===== config.mk =====
export PLATFORM = sky130hd
export DESIGN_NAME = spi_csel_ctrl
export DESIGN_NICKNAME = d
export VERILOG_FILES = /design/src/rtl/spi_csel_pkg.sv /design/src/rtl/csel_index_lock.sv /design/src/rtl/csel_line_drv.sv /design/src/rtl/spi_csel_ctrl.sv
export SDC_FILE = /design/constraint.sdc
export NUM_CORES = 1
export LEC_CHECK = 0
export ABC_AREA = 1
export BUFFER_PORTS_ARGS = -buffer_cell sky130_fd_sc_hd__buf_2
export CAP_MARGIN = 10
export CELL_PAD_IN_SITES_DETAIL_PLACEMENT = 0
export CELL_PAD_IN_SITES_GLOBAL_PLACEMENT = 2
export CORE_MARGIN = 2
export CORE_UTILIZATION = 23
export CTS_CLUSTER_SIZE = 30
export DETAILED_ROUTE_END_ITERATION = 8
export HOLD_SLACK_MARGIN = 0.05
export PLACE_DENSITY = 0.69
export SLEW_MARGIN = 20
export SYNTH_ARGS = -nofsm -noshare
export SYNTH_HDL_FRONTEND = slang
export SYNTH_HIERARCHICAL = 1
export SYNTH_SLANG_ARGS = --single-unit

===== constraint.sdc =====
create_clock -name clk -period 1.2 [get_ports clk]
set_input_delay 0.06 -clock clk [delete_from_list [all_inputs] [get_ports clk]]
set_output_delay 0.06 -clock clk [all_outputs]
set_load 0.02 [all_outputs]

===== src/rtl/spi_csel_pkg.sv =====
package spi_csel_pkg;

  // Level a line rests at when it is not driven active.
  function automatic logic rest_level(input logic act_low);
    return act_low;
  endfunction

  // Next level of one line, given whether it is the current target.
  function automatic logic line_next(input logic is_target,
                                     input logic manual,
                                     input logic lvl,
                                     input logic busy,
                                     input logic act_low);
    logic lv;
    if (!is_target)  lv = rest_level(act_low);
    else if (manual) lv = lvl;
    else if (busy)   lv = ~rest_level(act_low);
    else             lv = rest_level(act_low);
    return lv;
  endfunction

endpackage


===== src/rtl/csel_index_lock.sv =====
module csel_index_lock #(
  parameter int IDX_W = 2
) (
  input  logic             clk,
  input  logic             rst_n,
  input  logic [IDX_W-1:0] sel_idx,
  input  logic             burst_busy,
  output logic [IDX_W-1:0] eff_idx,
  output logic [IDX_W-1:0] lock_idx,
  output logic             burst_q,
  output logic             burst_start
);

  always_ff @(posedge clk or negedge rst_n) begin
    if (!rst_n) begin
      burst_q  <= 1'b0;
      lock_idx <= '0;
    end else begin
      burst_q <= burst_busy;
      if (!burst_q) lock_idx <= sel_idx;
    end
  end

  // While a burst is known to run, the frozen index wins.
  assign eff_idx     = burst_q ? lock_idx : sel_idx;
  assign burst_start = burst_busy && !burst_q;

endmodule


===== src/rtl/csel_line_drv.sv =====
module csel_line_drv
  import spi_csel_pkg::*;
#(
  parameter int   IDX_W     = 2,
  parameter int   LINE      = 0,
  parameter logic RST_LEVEL = 1'b1
) (
  input  logic             clk,
  input  logic             rst_n,
  input  logic [IDX_W-1:0] target_idx,
  input  logic             manual,
  input  logic             lvl,
  input  logic             busy,
  input  logic             act_low,
  output logic             cs
);

  logic hit;
  assign hit = (target_idx == IDX_W'(LINE));

  always_ff @(posedge clk or negedge rst_n) begin
    if (!rst_n) cs <= RST_LEVEL;
    else        cs <= line_next(hit, manual, lvl, busy, act_low);
  end

endmodule


===== src/rtl/spi_csel_ctrl.sv =====
module spi_csel_ctrl #(
  parameter int NUM_LINES = 4,
  parameter int IDX_W     = $clog2(NUM_LINES)
) (
  input  logic                 clk,
  input  logic                 rst_n,
  input  logic [IDX_W-1:0]     sel_idx,
  input  logic                 manual_en,
  input  logic                 manual_lvl,
  input  logic                 act_low,
  input  logic                 burst_busy,
  output logic [NUM_LINES-1:0] cs_o
);

  localparam logic RST_LEVEL = 1'b1;   // active-low polarity out of reset

  logic [IDX_W-1:0] eff_idx;
  logic [IDX_W-1:0] lock_idx;
  logic [IDX_W-1:0] target_idx;
  logic             burst_q;
  logic             burst_start;

  csel_index_lock #(.IDX_W(IDX_W)) u_lock (
    .clk         (clk),
    .rst_n       (rst_n),
    .sel_idx     (sel_idx),
    .burst_busy  (burst_busy),
    .eff_idx     (eff_idx),
    .lock_idx    (lock_idx),
    .burst_q     (burst_q),
    .burst_start (burst_start)
  );

  // Manual mode follows the live index; automatic mode uses the locked one.
  assign target_idx = manual_en ? sel_idx : eff_idx;

  for (genvar g = 0; g < NUM_LINES; g++) begin : g_line
    csel_line_drv #(
      .IDX_W     (IDX_W),
      .LINE      (g),
      .RST_LEVEL (RST_LEVEL)
    ) u_drv (
      .clk        (clk),
      .rst_n      (rst_n),
      .target_idx (target_idx),
      .manual     (manual_en),
      .lvl        (manual_lvl),
      .busy       (burst_busy),
      .act_low    (act_low),
      .cs         (cs_o[g])
    );
  end

endmodule


== Yosys cells after proc, flatten, opt, wreduce, memory -nomap -nowiden ==
Index checks and enable logic that the tools add are counted.
Word-level totals
  register bits: 7
  input bits: 8
  output and inout bits: 4
  logic and storage cells: 19
Cells by class
  equal/unequal tests: 3
  mux-type cells: 8
  bitwise operators: 1
  reduce and logical (&&, ||, !) cells: 1
Operators with widths (number)
  1-bit two-way mux: 6
  2-bit == test (second input constant): 2
  2-bit two-way mux: 2
  2-bit by 1-bit == test with 1-bit output (second input constant): 1
  2-bit zero test: 1
  1-bit inverter: 1

== Longest topological paths before layout ==
  depth in word-level cells: 4
  gate-level depth with buffers: 10
  depth with buffers taken out: 10

== Cells and area by module ==
The synthesis kept the hierarchy.
Modules (own cells, without submodules)
  csel_line_drv at g_line[1].u_drv ...: instances 2, cells each 14, area an instance 76.3 um^2, sequential area each 26.3 um^2
  csel_index_lock: instances 1, cells each 12, area an instance 108.9 um^2, sequential area each 75.1 um^2
  csel_line_drv at g_line[0].u_drv: instances 1, cells each 15, area an instance 82.6 um^2, sequential area each 26.3 um^2
  csel_line_drv at g_line[3].u_drv: instances 1, cells each 13, area an instance 72.6 um^2, sequential area each 26.3 um^2
  spi_csel_ctrl: instances 1, cells each 7, area an instance 26.3 um^2, sequential area each 0.0 um^2

== Least setup slack after synthesis ==
No wires, ideal clock.
  kind: register -> register
  start: reg u_lock.burst_q
  end: reg g_line[0].u_drv.cs
  setup time: 0.075 ns
  arrival time: 0.955 ns
  required time: 1.125 ns
  slack: 0.170 ns
  stages on the path, launching flop included: 11
  buffers on the path: 0
  clock period less this slack: 1.030 ns
  cells stage by stage: dfrtp_1 > inv_2 > nand2_1 > nand2_1 > nand2_1 > nand2_1 > clkinv_1 > nand2_2 > nor2_1 > nand2_1 > nand2_1
Between the ends
  longest elaborated chain between the ends: 4
RTL lines
  start: declaration: line csel_index_lock.sv:10  | output logic burst_q,
  start signal: assignment: line csel_index_lock.sv:19  | burst_q <= burst_busy;
  2-bit two-way mux
  named net eff_idx[0]: line spi_csel_ctrl.sv:17  | logic [IDX_W-1:0] eff_idx;
  2-bit two-way mux: line spi_csel_ctrl.sv:35  | assign target_idx = manual_en ? sel_idx : eff_idx;
  named net target_idx[0]: line spi_csel_ctrl.sv:19  | logic [IDX_W-1:0] target_idx;
  2-bit zero test: line csel_line_drv.sv:19  | assign hit = (target_idx == IDX_W'(LINE));
  1-bit two-way mux: line spi_csel_pkg.sv:15  | if (!is_target) lv = rest_level(act_low);
  end signal: assignment: line csel_line_drv.sv:23  | else cs <= line_next(hit, manual, lvl, busy, act_low);
  end: declaration: line csel_line_drv.sv:15  | output logic cs
The timed path passes the listed nets, and every way through them passes these cells.

== Worst setup path in the final report ==
  start: in sel_idx[0]
  end: reg g_line[0].u_drv.cs
Between the ends
  longest elaborated chain between the ends: 4
RTL lines
  start: declaration: line spi_csel_ctrl.sv:7  | input logic [IDX_W-1:0] sel_idx,
  2-bit two-way mux
  named net eff_idx[0]: line spi_csel_ctrl.sv:17
  2-bit two-way mux: line spi_csel_ctrl.sv:35
  named net target_idx[0]: line spi_csel_ctrl.sv:19
  2-bit zero test: line csel_line_drv.sv:19
  1-bit two-way mux: line spi_csel_pkg.sv:15
The timed path passes the listed nets, and every way through them passes these cells.

==> results.rst <==
.. list-table::
   :header-rows: 1

   * - Metric
     - Value
   * - Count of antenna-violating nets left after detailed routing
     - 0
   * - Residual DRC count
     - 0
   * - Clock latency on the worst-skew pair
     - 250 ps
   * - Worst hold endpoint
     - u_lock/lock_idx[1]
   * - Depth of the worst register-to-register path
     - 9
   * - Standard cell core area
     - 1750 um^2
   * - Total power divided by cell area
     - 1090 nW/um^2
   * - Startpoint type of the worst setup path
     - input port
   * - Final antenna diode count
     - 0
   * - Number of top-level pins
     - 12
   * - Critical setup path kind
     - in -> reg
   * - Design Power
     - 0.649 mW
   * - Clock transition at path regs
     - 50 ps
   * - Worst hold slack
     - 63.2 ps
   * - Placed cell count
     - 109
   * - Largest net degree at the start of global routing
     - 13
   * - Post-place setup slack
     - 53.9 ps
   * - Flop pwr share
     - 42.5%
   * - R2r setup slk
     - 130 ps
   * - Count of TritonRoute iterations in the first routing pass
     - 2
   * - Total number of vias
     - 417
   * - GRT Residual Overflow
     - 0
   * - Part of the cycle the worst path needs
     - 93.5%
   * - Number of antenna violations at the first check in global routing
     - 0
   * - Final hold violations
     - 0
   * - Slowest-stage cell, CP
     - dlygate4sd3_1
   * - Slew Limit Fails
     - 0
   * - Clock Skew
     - 0.377 ps
   * - Total GRT Usage
     - 9.80%
   * - Switching power
     - 0.192 mW
   * - Site Rows
     - 15
   * - Outcome
     - completed
   * - Slew HR
     - 86.3%
   * - Vias per Instance
     - 3.59
   * - Die boundary height
     - 47.5 um
   * - Total wire length
     - 946 um
   * - Clock period minus worst slack
     - 1120 ps
   * - Final #Nets
     - 100
   * - Critical path, cell by cell
     - dlygate4sd3_1, buf_2, nand2_1, nand2_2, nand2_2, nand2_4, inv_2, nand2_2, nor2_2, nand2_1, nand2_1
   * - Initial detailed-routing violation count
     - 1
   * - Crit Path Max Fanout
     - 4
   * - Full die area
     - 2260 um^2
   * - Max Cap Violations
     - 0
   * - Max Freq
     - 0.892 GHz
   * - HPWL after DPL
     - 704 um
   * - Required time of the worst setup path
     - 1390 ps
   * - First-pass GRT wire length
     - 1440 um
   * - Clock share of power
     - 32.0%
   * - Postcts setup bufs
     - 0
   * - Netlist area before placement
     - 435 um^2
   * - TritonCTS Sinks
     - 7
   * - Count of input and output buffers
     - 11
   * - Switch share
     - 29.6%
   * - Inserted Clock Buffers
     - 3
   * - H-tree depth
     - 1
   * - Terminus of the critical flop-to-flop path
     - g_line[0].u_drv/cs
   * - Number of instances on the worst hold path
     - 3
   * - Buffer depth of the longest clock path
     - 2
   * - Fin cells
     - 116
   * - # setup viols final
     - 0
   * - Average wire per cell in the routed design
     - 8.16 um
   * - Via count of the first global-routing pass
     - 341
   * - Worst slew pin tran
     - 205 ps
   * - Startpoint of the tightest hold check path
     - sel_idx[1]
   * - Critical register-to-register path startpoint
     - u_lock/burst_q
   * - Post-layout worst setup margin
     - 78.4 ps
   * - Internal power of the cells
     - 0.457 mW
   * - Maximum vdd drop
     - 0.261 mV
   * - Proportion of layout cells with a drive suffix above 1
     - 29.7%
   * - Global placement routability congestion
     - 0.660
   * - Arrival time at the worst endpoint
     - 1310 ps
   * - Final cell area excluding filler cells
     - 596 um^2
   * - Synthesized Nets
     - 81
   * - Cell at the root of the clock tree
     - clkbuf_4
   * - TritonCTS clock tree
     - yes
   * - Critical Path Sink Type
     - flip-flop
   * - Share of total power in combinational logic
     - 25.5%
   * - Slowest Stage Delay on Critical Path
     - 530 ps
   * - Post-Synthesis Mean Instance Area
     - 5.96 um^2
   * - Synth-to-layout area growth
     - 36.8%
   * - Starting Density
     - 24.9%
   * - Synthesized instance count
     - 73
   * - Type of the most critical hold path
     - in -> reg
   * - Leakage power
     - 0.357 nW
   * - Synth warn
     - 6
   * - Placement-stage cell area
     - 522 um^2
   * - Die X
     - 47.5 um
-- state kept, by name, indices dropped and copies added, names as in the netlist --
name / flops
g_line.u_drv/cs: 4
u_lock/lock_idx: 2
u_lock/burst_q: 1
-- how the worst max path moves through the flow --
stage                               from            endpoint  slack (ps)  depth (start not counted)
after floorplan           u_lock/burst_q  g_line[0].u_drv/cs         180                         10
after global placement    u_lock/burst_q  g_line[0].u_drv/cs          60                         10
after detailed placement  u_lock/burst_q  g_line[0].u_drv/cs          50                         10
after CTS                     sel_idx[0]  g_line[0].u_drv/cs          40                         11
after global routing          sel_idx[0]  g_line[0].u_drv/cs          -1                         11
final                         sel_idx[0]  g_line[0].u_drv/cs          80                         11
-- per-stage QoR --
stage | setup TNS, ps | utilization (%)
floorplan | 0 | -
global placement | 0 | 29.9
detailed placement | 0 | 29.9
CTS | 0 | 33.1
global route | -1.27 | 34.1
finish | 0 | 34.1
-- metal layers --
layer | GRT usage (%) | share of wire (%)
met3 | 2.26 | 3.7
met4 | 8.33 | 1.5
met2 | 12.4 | 39
met1 | 13.6 | 56
met5 | 0 | 0
-- layout make-up --
cell class,instances,area (um^2)
clock buffers,4,26.3
well taps,25,31.3
fillers,205,1150
flip-flops and latches,7,180
multi-input cells,48,205
inverters,18,67.6
repair buffers,14,85.1
-- power by group through the flow --
| stage | Sequential, mW | Clock (mW) | Combinational [mW] |
|---|---|---|---|
| 3_3_place_gp | 0.279 | 0 | 0.152 |
| 3_5_place_dp | 0.280 | 0 | 0.151 |
| 2_1_floorplan | 0.303 | 0 | 0.0719 |
| 5_1_grt | 0.278 | 0.219 | 0.190 |
| 4_1_cts | 0.277 | 0.214 | 0.159 |
| 6_report | 0.276 | 0.208 | 0.166 |
-- cell usage in the layout (no fill, tap or decap) --
master,n
nand2_4,1
dlygate4sd3_1,3
dfrtp_1,3
nand2_1,31
nand3_1,4
buf_2,11
nor2_2,1
nor2_1,7
dfstp_2,4
nand2_2,4
clkbuf_1,1
inv_2,3
clkinv_1,1
clkbuf_4,3
inv_1,14
-- critical path: cells and delay by family --
family	cells	cell delay (ps)
AND/OR/NAND/NOR	8	540
buffers and inverters	3	710
-- repair_timing --
| item | CTS | global route |
|---|---|---|
| endpoints found under the hold margin | 9 | 0 |
| gates resized for setup | 0 | 7 |
| hold buffers | 3 | 0 |
| setup endpoints to repair | 0 | 4 |
Power figures use the tool's default switching activity.
